<file path="config.mk">
export PLATFORM = sky130hd
export DESIGN_NAME = bg_tile_fetcher
export DESIGN_NICKNAME = d
export VERILOG_FILES = /design/src/rtl/bgf_pkg.sv /design/src/rtl/bgf_row_calc.sv /design/src/rtl/bgf_addr_gen.sv /design/src/rtl/bgf_seq.sv /design/src/rtl/bg_tile_fetcher.sv
export SDC_FILE = /design/constraint.sdc
export NUM_CORES = 1
export LEC_CHECK = 0
export BUFFER_PORTS_ARGS = -buffer_cell sky130_fd_sc_hd__buf_2
export CAP_MARGIN = 20
export CORE_MARGIN = 5
export CORE_UTILIZATION = 50
export CTS_BUF_LIST = sky130_fd_sc_hd__clkbuf_4
export DETAILED_ROUTE_END_ITERATION = 10
export PLACE_DENSITY_LB_ADDON = 0.05
export SLEW_MARGIN = 20
export SYNTH_ARGS = -nofsm -noshare
export SYNTH_HDL_FRONTEND = slang
export SYNTH_SLANG_ARGS = --single-unit
export TNS_END_PERCENT = 5
</file>
<file path="constraint.sdc">
create_clock -name clk -period 4.4 [get_ports clk]
set_clock_uncertainty 0.2 [all_clocks]
set_input_delay 0.88 -clock clk [delete_from_list [all_inputs] [get_ports clk]]
set_output_delay 0.88 -clock clk [all_outputs]
set_load 0.05 [all_outputs]
</file>
<file path="src/rtl/bgf_pkg.sv">
package bgf_pkg;
  typedef enum logic [2:0] {
    ST_IDX  = 3'd0,
    ST_ATTR = 3'd1,
    ST_LO   = 3'd2,
    ST_HI   = 3'd3,
    ST_PUSH = 3'd4
  } fetch_state_e;
endpackage

</file>
<file path="src/rtl/bgf_row_calc.sv">
module bgf_row_calc #(
  parameter int DW = 8
) (
  input  logic [DW-1:0] cur_line,
  input  logic [DW-1:0] scroll_y,
  input  logic [DW-1:0] win_y,
  input  logic [DW-1:0] win_line_ofs,
  input  logic          win_active,
  output logic [DW-1:0] row
);
  always_comb begin
    if (win_active) row = cur_line - win_y - win_line_ofs;
    else            row = cur_line + scroll_y;
  end
endmodule

</file>
<file path="src/rtl/bgf_addr_gen.sv">
module bgf_addr_gen
  import bgf_pkg::*;
#(
  parameter int DW  = 8,
  parameter int AW  = 14,
  parameter int TXW = 5,
  parameter int FRW = 3,
  parameter logic [AW-1:0] MAP_BASE_A  = 14'h1800,
  parameter logic [AW-1:0] MAP_BASE_B  = 14'h1C00,
  parameter logic [AW-1:0] BANK_OFS    = 14'h2000,
  parameter logic [AW-1:0] SIGNED_BASE = 14'h1000
) (
  input  fetch_state_e        state,
  input  logic                win_active,
  input  logic                bg_map_sel,
  input  logic                win_map_sel,
  input  logic                tile_data_unsigned,
  input  logic [TXW-1:0]      tile_x,
  input  logic [DW-FRW-1:0]   map_row_coarse,
  input  logic [AW-1:0]       map_addr_latched,
  input  logic [DW-1:0]       tile_idx,
  input  logic                attr_bank,
  input  logic                attr_flip,
  input  logic [FRW-1:0]      fine_row,
  output logic [AW-1:0]       map_addr,
  output logic [AW-1:0]       vram_addr
);
  // bytes per tile = two planes of (1<<FRW) rows
  localparam int TILE_SHIFT = FRW + 1;

  logic          upper_map;
  logic [AW-1:0] tile_base;
  logic [AW-1:0] data_addr;
  logic [FRW-1:0] eff_fine;

  always_comb begin
    upper_map = win_active ? win_map_sel : bg_map_sel;
    map_addr  = (upper_map ? MAP_BASE_B : MAP_BASE_A) + AW'(tile_x)
              + (AW'(map_row_coarse) << TXW);

    if (tile_data_unsigned)
      tile_base = AW'(tile_idx) << TILE_SHIFT;
    else
      tile_base = SIGNED_BASE + (AW'($signed(tile_idx)) << TILE_SHIFT);

    eff_fine  = fine_row ^ {FRW{attr_flip}};
    data_addr = tile_base + (attr_bank ? BANK_OFS : '0)
              + (AW'(eff_fine) << 1) + AW'(state == ST_HI);

    case (state)
      ST_IDX:  vram_addr = map_addr;
      ST_ATTR: vram_addr = map_addr_latched + BANK_OFS;
      default: vram_addr = data_addr;
    endcase
  end
endmodule

</file>
<file path="src/rtl/bgf_seq.sv">
module bgf_seq
  import bgf_pkg::*;
#(
  parameter int DW  = 8,
  parameter int AW  = 14,
  parameter int TXW = 5,
  parameter int FRW = 3,
  parameter int ATTR_BANK_BIT = 3,
  parameter int ATTR_FLIP_BIT = 6
) (
  input  logic            clk,
  input  logic            rst,
  input  logic            line_start,
  input  logic            win_active,
  input  logic            color_mode,
  input  logic [TXW-1:0]  scroll_x_tile,
  input  logic [FRW-1:0]  live_fine,
  input  logic [AW-1:0]   map_addr,
  input  logic [DW-1:0]   vram_rdata,
  input  logic            push_ready,
  output fetch_state_e    state,
  output logic [TXW-1:0]  tile_x,
  output logic [FRW-1:0]  fine_row,
  output logic [DW-1:0]   tile_idx,
  output logic            attr_bank,
  output logic            attr_flip,
  output logic [AW-1:0]   map_addr_q,
  output logic            vram_rd,
  output logic            push_valid,
  output logic [DW-1:0]   push_lo,
  output logic [DW-1:0]   push_hi
);
  logic           phase_q;
  logic [FRW-1:0] fine_q;
  logic [DW-1:0]  lo_q, hi_q;

  always_ff @(posedge clk) begin
    if (rst) begin
      state      <= ST_IDX;
      phase_q    <= 1'b0;
      tile_x     <= '0;
      fine_q     <= '0;
      tile_idx   <= '0;
      attr_bank  <= 1'b0;
      attr_flip  <= 1'b0;
      map_addr_q <= '0;
      lo_q       <= '0;
      hi_q       <= '0;
    end else if (line_start) begin
      state   <= ST_IDX;
      phase_q <= 1'b0;
      tile_x  <= win_active ? '0 : scroll_x_tile;
    end else begin
      if (state != ST_PUSH) phase_q <= ~phase_q;
      case (state)
        ST_IDX: begin
          if (!phase_q) begin
            fine_q     <= live_fine;
            map_addr_q <= map_addr;
          end else begin
            tile_idx <= vram_rdata;
            tile_x   <= tile_x + 1'b1;
            if (color_mode) state <= ST_ATTR;
            else begin
              attr_bank <= 1'b0;
              attr_flip <= 1'b0;
              state     <= ST_LO;
            end
          end
        end
        ST_ATTR: if (phase_q) begin
          attr_bank <= vram_rdata[ATTR_BANK_BIT];
          attr_flip <= vram_rdata[ATTR_FLIP_BIT];
          state     <= ST_LO;
        end
        ST_LO: if (phase_q) begin
          lo_q  <= vram_rdata;
          state <= ST_HI;
        end
        ST_HI: if (phase_q) begin
          hi_q  <= vram_rdata;
          state <= ST_PUSH;
        end
        default: if (push_ready) begin
          state   <= ST_IDX;
          phase_q <= 1'b0;
        end
      endcase
    end
  end

  assign fine_row   = color_mode ? fine_q : live_fine;
  assign vram_rd    = (state != ST_PUSH) && !phase_q;
  assign push_valid = (state == ST_PUSH);
  assign push_lo    = lo_q;
  assign push_hi    = hi_q;

  // reads come at most every other cycle
  assert_read_spacing_R1: assert property (@(posedge clk) disable iff (rst)
    (vram_rd && !line_start) |=> !vram_rd);
  // an offered pair is held while stalled
  assert_push_hold_R10: assert property (@(posedge clk) disable iff (rst)
    (push_valid && !push_ready && !line_start) |=>
      (push_valid && $stable(push_lo) && $stable(push_hi)));
  // column advances once per tile number fetch
  assert_col_step_R4: assert property (@(posedge clk) disable iff (rst)
    (state == ST_IDX && phase_q && !line_start) |=> (tile_x == $past(tile_x) + 1'b1));
  // mono mode goes straight from tile number to low byte
  assert_attr_skip_R5: assert property (@(posedge clk) disable iff (rst)
    (state == ST_IDX && phase_q && !color_mode && !line_start) |=>
      (state == ST_LO && !attr_bank && !attr_flip));
  // latched row changes only during the tile number step
  assert_row_hold_R9: assert property (@(posedge clk) disable iff (rst)
    (state != ST_IDX) |=> $stable(fine_q));
  // restart returns to the first cycle of the tile number step
  assert_restart_R11: assert property (@(posedge clk) disable iff (rst)
    line_start |=> (state == ST_IDX && vram_rd));
endmodule

</file>
<file path="src/rtl/bg_tile_fetcher.sv">
module bg_tile_fetcher
  import bgf_pkg::*;
#(
  parameter int DW  = 8,
  parameter int AW  = 14,
  parameter int TXW = 5,
  parameter int FRW = 3
) (
  input  logic           clk,
  input  logic           rst,
  input  logic           line_start,
  input  logic [DW-1:0]  cur_line,
  input  logic [DW-1:0]  scroll_y,
  input  logic [TXW-1:0] scroll_x_tile,
  input  logic [DW-1:0]  win_y,
  input  logic [DW-1:0]  win_line_ofs,
  input  logic           bg_map_sel,
  input  logic           win_map_sel,
  input  logic           tile_data_unsigned,
  input  logic           win_active,
  input  logic           color_mode,
  output logic [AW-1:0]  vram_addr,
  output logic           vram_rd,
  input  logic [DW-1:0]  vram_rdata,
  output logic           push_valid,
  input  logic           push_ready,
  output logic [DW-1:0]  push_lo,
  output logic [DW-1:0]  push_hi
);
  fetch_state_e   state;
  logic [DW-1:0]  live_row;
  logic [TXW-1:0] tile_x;
  logic [FRW-1:0] fine_row;
  logic [DW-1:0]  tile_idx;
  logic           attr_bank, attr_flip;
  logic [AW-1:0]  map_addr, map_addr_q;

  bgf_row_calc #(.DW(DW)) u_row (
    .cur_line(cur_line), .scroll_y(scroll_y), .win_y(win_y),
    .win_line_ofs(win_line_ofs), .win_active(win_active), .row(live_row)
  );

  bgf_addr_gen #(.DW(DW), .AW(AW), .TXW(TXW), .FRW(FRW)) u_addr (
    .state(state), .win_active(win_active), .bg_map_sel(bg_map_sel),
    .win_map_sel(win_map_sel), .tile_data_unsigned(tile_data_unsigned),
    .tile_x(tile_x), .map_row_coarse(live_row[DW-1:FRW]),
    .map_addr_latched(map_addr_q), .tile_idx(tile_idx),
    .attr_bank(attr_bank), .attr_flip(attr_flip), .fine_row(fine_row),
    .map_addr(map_addr), .vram_addr(vram_addr)
  );

  bgf_seq #(.DW(DW), .AW(AW), .TXW(TXW), .FRW(FRW)) u_seq (
    .clk(clk), .rst(rst), .line_start(line_start), .win_active(win_active),
    .color_mode(color_mode), .scroll_x_tile(scroll_x_tile),
    .live_fine(live_row[FRW-1:0]), .map_addr(map_addr),
    .vram_rdata(vram_rdata), .push_ready(push_ready), .state(state),
    .tile_x(tile_x), .fine_row(fine_row), .tile_idx(tile_idx),
    .attr_bank(attr_bank), .attr_flip(attr_flip), .map_addr_q(map_addr_q),
    .vram_rd(vram_rd), .push_valid(push_valid), .push_lo(push_lo),
    .push_hi(push_hi)
  );
endmodule

</file>
* Yosys cells after proc, flatten, opt, wreduce, memory -nomap -nowiden
Index checks and enable logic that the tools add are counted.
** Cells by class
- Equal/unequal tests :: 10
- $add $sub $neg :: 11
- Reductions and logical operators :: 16
- Muxes and demuxes :: 27
- Bitwise gates (word level) :: 3
** Operators by type and width (count)
- 14-bit two-way mux :: 2
- 14-bit case mux with 2 select lines :: 1
- 5-bit two-way mux :: 4
- 3-bit two-way mux :: 6
- 8-bit subtractor :: 2
- 13-bit by 14-bit adder with 14-bit output (first input constant) :: 1
- 14-bit by 1-bit adder with 14-bit output :: 1
- 14-bit by 10-bit adder with 14-bit output :: 1
- 14-bit adder :: 1
- 14-bit adder (second input constant) :: 1
- 14-bit by 4-bit adder with 14-bit output :: 1
- 14-bit by 5-bit adder with 14-bit output :: 1
- 3-bit case mux with 4 select lines :: 1
- 3-bit AND reduction :: 4
- 11-bit two-way mux :: 1
- 5-bit AND reduction :: 2
- 8-bit adder :: 1
- 1-bit two-way mux :: 8
- 8-bit two-way mux :: 1
- 2-bit by 1-bit inequality test with 1-bit output (second input constant) :: 4
- 3-bit by 2-bit == test with 1-bit output (second input constant) :: 2
- 2-bit nonzero test :: 3
- 5-bit by 1-bit adder with 5-bit output (second input constant) :: 1
- 5-bit nonzero test :: 1
- 14 further kinds :: 16
** Storage, ports and cells
- Logic and storage cells :: 77
- Input port bits :: 54
- Register bits :: 52
- Output and inout port bits :: 32

* Longest topological paths before layout
Gate-level depths: netlist (run 1).
- Depth after elaboration :: 8
- Mapped depth :: 10
- Depth with buffers taken out :: 10

* Cells and area by module
A second synthesis (run 1) with hierarchy kept.
** Second synthesis, totals
- Cells, all modules :: 431
- Area, all modules :: 3544.6 sq um
** Modules (own cells, without submodules)
- bgf_seq :: area each 2134.5 sq um, cells each 241, times used 1
- bgf_row_calc :: area each 963.4 sq um, cells each 122, times used 1
- bgf_addr_gen :: area each 446.7 sq um, cells each 68, times used 1

* Least setup slack after synthesis (run 1)
OpenSTA, ideal clock, no wires.
- Path kind :: input to output
- Start point :: input port win_y[4]
- End point :: output port vram_addr[9]
- Buffers on the path :: 0
- Required time :: 3.320 ns
- Stages on the path :: 9
- Arrival :: 3.763 ns
- Setup slack :: -0.443 ns
- Cell sequence :: inv_1 > fa_1 > ha_1 > a21o_1 > a211o_1 > o22ai_1 > xnor2_1 > and2_1 > o31ai_1
** On the way
- Longest elaborated chain between the ends :: 5
** Ends and longest elaborated chain
- from (decl) :: RTL line bg_tile_fetcher.sv:15 : input logic [DW-1:0] win_y,
- 8-bit subtractor (2 in a row) :: RTL line bgf_row_calc.sv:12 : if (win_active) row = cur_line - win_y - win_line_ofs;
- 8-bit two-way mux :: RTL line bgf_row_calc.sv:12
- 14-bit by 10-bit adder with 14-bit output :: RTL line bgf_addr_gen.sv:39 : + (AW'(map_row_coarse) << TXW);
- 14-bit case mux with 2 select lines :: RTL line bgf_addr_gen.sv:50 : case (state)
- to (decl) :: RTL line bg_tile_fetcher.sv:22 : output logic [AW-1:0] vram_addr,
No other way between the ends.

* Final worst setup path (run 1)
- Start point :: input port cur_line[4]
- End point :: output port vram_addr[9]
** On the way
- Longest elaborated chain between the ends :: 5
** Ends and longest elaborated chain
- from (decl) :: RTL line bg_tile_fetcher.sv:12 : input logic [DW-1:0] cur_line,
- 8-bit subtractor (2 in a row) :: RTL line bgf_row_calc.sv:12
- 8-bit two-way mux * :: RTL line bgf_row_calc.sv:12
- 14-bit by 10-bit adder with 14-bit output * :: RTL line bgf_addr_gen.sv:39
- 14-bit case mux with 2 select lines * :: RTL line bgf_addr_gen.sv:50
Every way passes the cells marked *; elsewhere a longest branch is shown, timed or not.

==> results.sh, run 1 <==
export IMPL_worst_setup_path_start_kind="input pin"
export IMPL_syn_to_final_growth_pct=16.1
export IMPL_rsz0062_at_grt="false"
export IMPL_portBuffers=85
export IMPL_routed_wl_um=7980
export IMPL_worst_hold_slack_ns=0.256
export IMPL_rr_endpoint="u_seq.map_addr_q[8]"
export IMPL_fmax_mhz=233
export IMPL_finalCritPeriodShare=0.977
export IMPL_drt_pass1_iter_count=4
export IMPL_crit_fanout=2
export IMPL_r2r_start="u_seq.state[0]"
export IMPL_antenna_found_initial=0
export IMPL_clock_sinks=50
export IMPL_synth_edf_count=0
export IMPL_final_nets=561
export IMPL_drt_iter0_markers=135
export IMPL_fp_row_count=29
export IMPL_syn_avg_cell_area_um2=7.94
export IMPL_grt_pass1_wl_um=13600
export IMPL_slew_headroom=0.350
export IMPL_syn_inst=407
export IMPL_wl_per_cell_um=14.3
export IMPL_hpwlAfterDp_um=6090
export IMPL_cts_clk_slew_worst_paths_ns=0.13
export IMPL_worst_pin_slew_ns=0.970
export IMPL_syn_nets=487
export IMPL_clkLatencyLatePin_ns=0.36
export IMPL_die_h_um=90.4
export IMPL_worst_slack_ns=0.102
export IMPL_initial_utilization=0.512
export IMPL_cts_tree="yes"
export IMPL_synth_seq_cells=50
export IMPL_n_antenna_cell=0
export IMPL_synth_area_um2=3230
export IMPL_post_place_ws_ns=0.0591
export IMPL_ir_drop_uv=233
export IMPL_yosysWarnings=0
export IMPL_hold_viol=0
export IMPL_status="finished, final reports clean"
export IMPL_synth_cell_types=47
export IMPL_crit_chain="buf_2 > fa_1 > ha_1 > a21o_1 > a211o_1 > o22ai_1 > xnor2_1 > and2_1 > o31ai_2 > buf_4"
export IMPL_avgViaCountPerCell=5.41
export IMPL_async_flop_share=0
export IMPL_drv_cap=0
export IMPL_p_leak_nw=1.66
export IMPL_powerDensity_nw_per_um2=288
export IMPL_die_area_um2=8170
export IMPL_worstSetupEndpoint="vram_addr[9]"
export IMPL_drv_slew=0
export IMPL_worstSetupEndpointType="primary output"
export IMPL_drtAntennaViolNets=0
export IMPL_worstPathArrival_ns=3.22
export IMPL_fin_setup_tns_ns=0
export IMPL_grt_pass1_vias=3020
export IMPL_slowest_delay_ns=0.47
export IMPL_globalRouteOverflowTotal=0
export IMPL_critPathSlowestCell="fa_1"
export IMPL_crit_start="cur_line[4]"
export IMPL_place_congestion=0.787
export IMPL_setup_viol=0
export IMPL_postCtsSetupRepairBufs=0
export IMPL_ioPinCount=86
export IMPL_period_minus_slack_ns=4.30
export IMPL_hp_class="flop to flop"
export IMPL_cts_buffers=5
export IMPL_synth_flop_cell="dfxtp_1"
export IMPL_required_ns=3.32
export IMPL_vias=3018
export IMPL_ff2ff_path_depth=7
export IMPL_clock_path_buffers=2
export IMPL_grt_max_degree=52
export IMPL_drc_errors=0
export IMPL_cts_max_level=2
export IMPL_rrSetupSlack_ns=1.63
export IMPL_power_mw=1.08
export IMPL_root_buffer="clkbuf_4"
export IMPL_fp_coreArea_um2=6310
export IMPL_seq_area_frac_synth=0.310
export IMPL_critPathKind="input pin to primary output"
export IMPL_fp_dieW_um=90.4
export IMPL_drive_gt1_frac=0.218
export IMPL_grt_usage=0.195
export IMPL_fillCellCount=613
-- sequential cells by signal, indices dropped and copies added, names as in the netlist --
name,count
u_seq.map_addr_q,12
u_seq.tile_idx,8
u_seq.push_lo,8
u_seq.attr_flip,1
u_seq.fine_q,3
u_seq.push_hi,8
u_seq.tile_x,5
u_seq.phase_q,1
u_seq.state,3
u_seq.attr_bank,1
-- cell usage after synthesis (all sizes together), types with 9 or more instances --
master,count,area share
a211oi,9,0.021
a21oi,43,0.067
clkbuf,16,0.019
dfxtp,50,0.31
ha,18,0.070
inv,24,0.028
mux2i,23,0.071
nand2,42,0.049
nand3,15,0.023
nor2,50,0.058
nor3,12,0.027
o21ai,21,0.033
xor2,10,0.027
-- worst min-delay path by stage --
stage,startpoint,endpoint,slack (ns),cells past startpoint
after floorplan,u_seq.map_addr_q[12],u_seq.map_addr_q[12],0.22,2
after global placement,u_seq.map_addr_q[12],u_seq.map_addr_q[12],0.23,2
after detailed placement,u_seq.map_addr_q[12],u_seq.map_addr_q[12],0.24,2
after CTS,u_seq.map_addr_q[12],u_seq.map_addr_q[12],0.26,2
after global routing,u_seq.map_addr_q[2],u_seq.map_addr_q[2],0.28,2
final,u_seq.map_addr_q[12],u_seq.map_addr_q[12],0.26,2
-- per-layer routing --
layer / share of wire / GRT usage
met1: 0.46 / 0.252
met2: 0.48 / 0.334
met3: 0.056 / 0.0417
met4: 0.0092 / 0.0409
met5: 0 / 0
-- where the power goes --
| part | total [mW] | internal [mW] | leakage [nW] | switching (mW) |
|---|---|---|---|---|
| sequential | 0.483 | 0.470 | 0.406 | 0.0125 |
| combinational | 0.388 | 0.150 | 1.22 | 0.238 |
| clock | 0.209 | 0.0609 | 0.0314 | 0.148 |
-- cells in the final DEF, fill, tap and decap left out, types with 2 or more instances in the layout --
cell type  count
or3_1          2
o31ai_1        3
nand2b_1       3
o21a_1         4
a211oi_1       9
o21ai_0       20
fa_1           8
buf_4          7
nor2b_1        6
clkbuf_4       5
a21o_1         4
nor3_1         9
nand3_1       15
nand4_1        2
and3_1         2
xor2_1        10
a21oi_1       43
inv_1         23
nor2_1        50
o22ai_1        2
mux2i_1       23
nand2_1       42
dfxtp_1       50
buf_2         83
nand3b_1       3
nor3_4         2
ha_1          18
xnor2_1        8
nor4_1         3
o31a_1         2
a31oi_1        2
-- cell families after synthesis --
logic type,count (synthesis),synth area share
XOR/XNOR,18,0.0488
flip-flops,50,0.310
buffers and inverters,48,0.0600
AO/OA/AOI/OAI,99,0.185
AND/OR/NAND/NOR,142,0.203
multiplexers,24,0.0747
adder cells (fa/ha/maj),26,0.119
-- per-stage QoR --
step | instance area [um^2] | utilization | std cells
floorplan | 3240 | - | 407
global placement | 3700 | 0.585 | 551
detailed placement | 3700 | 0.585 | 551
CTS | 3750 | 0.594 | 558
global route | 3750 | 0.594 | 558
finish | 3750 | 0.594 | 558
-- area by class of cell --
| type | count | area [um^2] | area share |
|---|---|---|---|
| timing repair buffer | 90 | 468 | 0.125 |
| clock inverter | 2 | 13.8 | 0.00367 |
| clock buffer | 5 | 37.5 | 0.0100 |
| multi-input combinational | 309 | 2040 | 0.544 |
| tap | 77 | 96.3 | 0.0257 |
| sequential | 50 | 1000 | 0.267 |
| inverter | 25 | 93.8 | 0.0250 |
-- worst max-delay path, delay by kind of cell --
family          cells  cell delay, ns
fa+ha+maj           2            0.80
buf+inv             2            0.36
compound gates      4            0.91
xor+xnor            1            0.10
simple gates        1            0.19
-- repair_timing --
item / CTS / global route
hold buffers: 0 / 0
endpoints found under the setup margin: 0 / 2
resized for setup: 0 / 4
No activity file was read; power rests on OpenSTA's default activity.
==> run 2, diff against run 1 <==
--- a/config.mk
+++ b/config.mk
@@ -7,7 +7,7 @@
 export LEC_CHECK = 0
 export BUFFER_PORTS_ARGS = -buffer_cell sky130_fd_sc_hd__buf_2
 export CAP_MARGIN = 20
-export CORE_MARGIN = 5
+export CORE_MARGIN = 8
 export CORE_UTILIZATION = 50
 export CTS_BUF_LIST = sky130_fd_sc_hd__clkbuf_4
 export DETAILED_ROUTE_END_ITERATION = 10
==> run 2 against run 1 <==
Sequential power is essentially flat. Count of clock-buffer cells in the layout unchanged. Hold slack got worse by 0.0043 ns. Flip-flop and latch count unchanged. Final cell count is 0.18% higher. Fmax fell by 0.30%. Routed wire length grew 4.3%. Core utilization is 0.079 points higher. Non-clock buffer count stayed put. First-iteration DRC count increased by 1.5%. Power up 0.93%. Design area rose by 0.13%. Critical endpoint unchanged. Highest routed layer unchanged.
==> results.sh, run 2 (synthesis results as in run 1) <==
export IMPL_status="finished, final reports clean"
export IMPL_avgViaCountPerCell=5.46
export IMPL_worstPathArrival_ns=3.23
export IMPL_final_nets=561
export IMPL_ir_drop_uv=165
export IMPL_worstSetupEndpointType="primary output"
export IMPL_drt_pass1_iter_count=4
export IMPL_stdcell_count=559
export IMPL_post_place_ws_ns=0.0722
export IMPL_final_common_cell="buf_2"
export IMPL_grt_max_degree=52
export IMPL_n_antenna_cell=0
export IMPL_drt_iter0_markers=137
export IMPL_cts_tree="yes"
export IMPL_drv_cap=0
export IMPL_fp_dieW_um=96.4
export IMPL_cts_buffers=5
export IMPL_portBuffers=85
export IMPL_worst_slack_ns=0.0891
export IMPL_cts_max_level=2
export IMPL_finalCritPeriodShare=0.980
export IMPL_grt_usage=0.186
export IMPL_hp_class="flop to flop"
export IMPL_slowest_delay_ns=0.48
export IMPL_setup_viol=0
export IMPL_slew_headroom=0.339
export IMPL_worst_pin_slew_ns=0.986
export IMPL_powerDensity_nw_per_um2=290
export IMPL_drv_slew=0
export IMPL_holdPathEnd="u_seq.map_addr_q[12]"
export IMPL_die_h_um=96.4
export IMPL_clkLatencyLatePin_ns=0.37
export IMPL_crit_buf_inv=2
export IMPL_cts_resized=0
export IMPL_critPathSlowestCell="fa_1"
export IMPL_p_leak_nw=1.66
export IMPL_min_from="u_seq.map_addr_q[12]"
export IMPL_rr_endpoint="u_seq.map_addr_q[8]"
export IMPL_required_ns=3.32
export IMPL_crit_chain="buf_2 > fa_1 > ha_1 > a21o_1 > a211o_1 > o22ai_1 > xnor2_1 > and2_1 > o31ai_2 > clkbuf_4"
export IMPL_drtAntennaViolNets=0
export IMPL_clock_path_buffers=2
export IMPL_cts_clk_slew_worst_paths_ns=0.15
export IMPL_period_minus_slack_ns=4.31
export IMPL_hold_depth=2
export IMPL_root_buffer="clkbuf_4"
export IMPL_fmax_mhz=232
export IMPL_vias=3053
export IMPL_grt_pass1_vias=3045
export IMPL_wl_per_cell_um=14.9
export IMPL_hpwlAfterDp_um=6380
export IMPL_place_congestion=0.801
export IMPL_cts_hold_buf=0
export IMPL_worst_setup_path_start_kind="input pin"
export IMPL_syn_to_final_growth_pct=16.3
export IMPL_largest_reg_flops=12
export IMPL_ff2ff_path_depth=6
export IMPL_critPathKind="input pin to primary output"
export IMPL_layout_common_cells="buf_2, nor2_1, dfxtp_1, a21oi_1, nand2_1"
export IMPL_drc_errors=0
export IMPL_die_area_um2=9290
export IMPL_clock_sinks=50
export IMPL_hold_viol=0
export IMPL_fp_coreArea_um2=6310
export IMPL_path_delay_family="compound AO/OA/AOI/OAI gates"
export IMPL_antenna_found_initial=0
export IMPL_r2r_start="u_seq.state[2]"
export IMPL_globalRouteOverflowTotal=0
export IMPL_initial_utilization=0.512
export IMPL_crit_fanout=2
export IMPL_routed_wl_um=8320
export IMPL_dp_cells=551
export IMPL_fp_row_count=29
export IMPL_postCtsSetupRepairBufs=0
export IMPL_ioPinCount=86
export IMPL_rrSetupSlack_ns=1.70
export IMPL_largest_register="u_seq.map_addr_q"
export IMPL_drive_gt1_frac=0.220
export IMPL_grt_pass1_wl_um=13900
-- run 2: changes by cell type in the layout (fill, tap and decap cells not counted), sizes merged --
cell    change
buf         -1
clkinv      +1
clkbuf      +1
-- run 2: final cells by class --
| class | instances | area [um^2] |
|---|---|---|
| multi-input combinational | 309 | 2040 |
| inverter | 25 | 93.8 |
| clock inverter | 3 | 18.8 |
| tap | 77 | 96.3 |
| sequential | 50 | 1000 |
| timing repair buffer | 90 | 468 |
| clock buffer | 5 | 37.5 |
| fill | 618 | 2560 |
-- run 2: layer usage --
layer	track usage	vias to the layer above	share of wire
li1	-	1552	-
met1	0.229	1406	0.44
met2	0.312	85	0.47
met3	0.0502	10	0.070
met4	0.0492	0	0.013
met5	0	-	0
-- run 2: report_power, final --
part / internal [mW] / leakage [nW] / switching (mW)
Combinational: 0.150 / 1.22 / 0.239
Clock: 0.0630 / 0.0354 / 0.156
Sequential: 0.470 / 0.406 / 0.0120
Total: 0.683 / 1.66 / 0.407
-- run 2: how the worst max path moves through the flow --
| stage | startpoint | to | slack [ns] | depth (start not counted) |
|---|---|---|---|---|
| global route | cur_line[2] | vram_addr[9] | -0.001 | 11 |
| floorplan | win_y[2] | vram_addr[5] | -0.10 | 9 |
| finish | cur_line[4] | vram_addr[9] | 0.09 | 10 |
| detailed placement | cur_line[4] | vram_addr[9] | 0.07 | 10 |
| global placement | cur_line[2] | vram_addr[8] | 0.11 | 10 |
| CTS | cur_line[2] | vram_addr[8] | 0.07 | 10 |
-- run 2: worst min-delay path: stages, from the launching register on --
cell,delay (ns)
dfxtp_1,0.34
inv_1,0.04
a21oi_1,0.05
-- run 2: through the flow --
step | cell area (um^2) | util | hold WS, ns | total power [mW] | setup TNS [ns]
2_1_floorplan | 3240 | - | 0.222 | 0.777 | -0.137
3_3_place_gp | 3700 | 0.585 | 0.231 | 0.872 | 0
3_5_place_dp | 3700 | 0.585 | 0.235 | 0.878 | 0
4_1_cts | 3750 | 0.594 | 0.256 | 1.10 | 0
5_1_grt | 3760 | 0.595 | 0.277 | 1.16 | -0.00109
6_report | 3760 | 0.595 | 0.252 | 1.09 | 0
==> run 3, diff against run 2 <==
--- a/config.mk
+++ b/config.mk
@@ -5,12 +5,12 @@
 export SDC_FILE = /design/constraint.sdc
 export NUM_CORES = 1
 export LEC_CHECK = 0
-export BUFFER_PORTS_ARGS = -buffer_cell sky130_fd_sc_hd__buf_2
 export CAP_MARGIN = 20
-export CORE_MARGIN = 8
+export CORE_MARGIN = 4
 export CORE_UTILIZATION = 50
 export CTS_BUF_LIST = sky130_fd_sc_hd__clkbuf_4
 export DETAILED_ROUTE_END_ITERATION = 10
+export DONT_BUFFER_PORTS = 1
 export PLACE_DENSITY_LB_ADDON = 0.05
 export SLEW_MARGIN = 20
 export SYNTH_ARGS = -nofsm -noshare
==> run 3 against run 2 <==
Fmax rose by 2.1%. First-iteration DRC count increased by 20%. Critical path depth stayed put. Core utilization shrank 5.7 points. Die area down 16%. Count of clock-buffer cells in the layout grew 1. Critical endpoint unchanged. Largest power group unchanged.
==> results.sh, run 3 (synthesis results as in run 1) <==
export IMPL_final_nets=484
export IMPL_p_leak_nw=1.33
export IMPL_portBuffers=0
export IMPL_p_int_mw=0.668
export IMPL_syn_to_final_growth_pct=5.15
export IMPL_postCtsSetupRepairBufs=0
export IMPL_die_h_um=88.4
export IMPL_fmax_mhz=237
export IMPL_p_seq_frac=0.466
export IMPL_slew_headroom=0.322
export IMPL_setup_viol=0
export IMPL_drive_gt1_frac=0.0767
export IMPL_period_minus_slack_ns=4.22
export IMPL_finish_utilization=0.538
export IMPL_hpwlAfterDp_um=5860
export IMPL_cts_clk_slew_worst_paths_ns=0.13
export IMPL_fp_row_count=29
export IMPL_cts_buffers=5
export IMPL_worst_hold_slack_ns=0.247
export IMPL_design_area_um2=3400
export IMPL_ir_drop_uv=203
export IMPL_crit_chain="inv_1 > fa_1 > ha_1 > a21o_1 > a211o_1 > o22ai_1 > xnor2_1 > and2_1 > o31ai_2 > buf_4"
export IMPL_cts_resized=0
export IMPL_worstSetupEndpointType="primary output"
export IMPL_power_switching_mw=0.368
export IMPL_drt_pass1_iter_count=4
export IMPL_clock_path_buffers=2
export IMPL_wl_per_cell_um=16.1
export IMPL_critPathSlowestCell="fa_1"
export IMPL_place_congestion=0.811
export IMPL_cts_max_level=2
export IMPL_routed_wl_um=7750
export IMPL_power_share_switching=0.355
export IMPL_grt_pass1_wl_um=12900
export IMPL_powerDensity_nw_per_um2=305
export IMPL_fp_dieW_um=88.4
export IMPL_ioPinCount=86
export IMPL_hp_class="flop to flop"
export IMPL_largest_register="u_seq.map_addr_q"
export IMPL_clkPwrFrac=0.203
export IMPL_drt_iter0_markers=165
export IMPL_drc_errors=0
export IMPL_initial_utilization=0.512
export IMPL_globalRouteOverflowTotal=0
export IMPL_status="finished, final reports clean"
export IMPL_fin_setup_tns_ns=0
export IMPL_rsz0062_at_grt="false"
export IMPL_grt_pass1_vias=2743
export IMPL_hold_viol=0
export IMPL_critPathKind="input pin to primary output"
export IMPL_clock_sinks=50
export IMPL_required_ns=3.32
export IMPL_cts_tree="yes"
export IMPL_antenna_found_initial=0
export IMPL_drtAntennaViolNets=0
export IMPL_slowest_delay_ns=0.46
export IMPL_crit_buf_inv=2
export IMPL_die_area_um2=7810
export IMPL_drv_cap=0
export IMPL_vias=2736
export IMPL_worst_setup_path_start_kind="input pin"
export IMPL_grt_usage=0.209
export IMPL_fp_coreArea_um2=6310
export IMPL_cts_hold_buf=0
export IMPL_layout_common_cells="nor2_1, dfxtp_1, a21oi_1, nand2_1"
export IMPL_worstPathArrival_ns=3.14
export IMPL_avgViaCountPerCell=5.69
export IMPL_worst_pin_slew_ns=1.01
export IMPL_power_mw=1.04
export IMPL_largest_reg_flops=12
export IMPL_clkLatencyLatePin_ns=0.36
export IMPL_root_buffer="clkbuf_4"
export IMPL_finalCritPeriodShare=0.960
export IMPL_power_frac_comb=0.331
export IMPL_placed_cell_area_um2=3350
export IMPL_path_delay_family="compound AO/OA/AOI/OAI gates"
export IMPL_grt_max_degree=52
export IMPL_n_antenna_cell=0
export IMPL_drv_slew=0
export IMPL_crit_fanout=5
[run 3: metal layers]
metal / up-vias / share of wire / global-route usage
li1: 1393 / - / -
met4: 0 / 0.0064 / 0.0385
met5: - / 0 / 0
met2: 64 / 0.48 / 0.346
met3: 4 / 0.058 / 0.0540
met1: 1275 / 0.45 / 0.278
[run 3: worst register-to-register path, cell delays in order (launching register included)]
cell and delay, ns:
dfxtp_1 0.51, or3_1 0.59, or3_1 0.61, a211oi_1 0.27
a21oi_1 0.06, nor2_1 0.09
[run 3: path summary, 6_finish.rpt]
kind	start	cells after the start	to	slack (ns)
setup / recovery	win_y[4]	10	vram_addr[9]	0.18
hold / removal	u_seq.map_addr_q[12]	2	u_seq.map_addr_q[12]	0.25
setup reg to reg	u_seq.state[2]	5	u_seq.fine_q[1]	2.00
hold reg to reg	u_seq.map_addr_q[12]	2	u_seq.map_addr_q[12]	0.25
[run 3: cell type report]
type	instances	area, um^2
Timing Repair Buffer	13	97.6
Tap cell	77	96.3
Clock inverter	1	7.51
Inverter	25	93.8
Fill cell	644	2920
Sequential cell	50	1000
Clock buffer	6	45.0
Multi-Input combinational cell	309	2060
[run 3: power by group through the flow]
stage                     clock network (mW)  logic, mW  registers, mW
after floorplan                            0      0.288          0.489
after global placement                     0      0.342          0.492
after detailed placement                   0      0.344          0.493
after CTS                              0.216      0.346          0.483
after global routing                   0.233      0.380          0.485
final                                  0.211      0.343          0.483
[run 3: per-stage QoR]
| step | worst slack [ns] | instances |
|---|---|---|
| global placement | 0.211 | 474 |
| finish | 0.177 | 481 |
| detailed placement | 0.186 | 474 |
| global route | 0.0492 | 481 |
| CTS | 0.169 | 481 |
| floorplan | -0.104 | 407 |
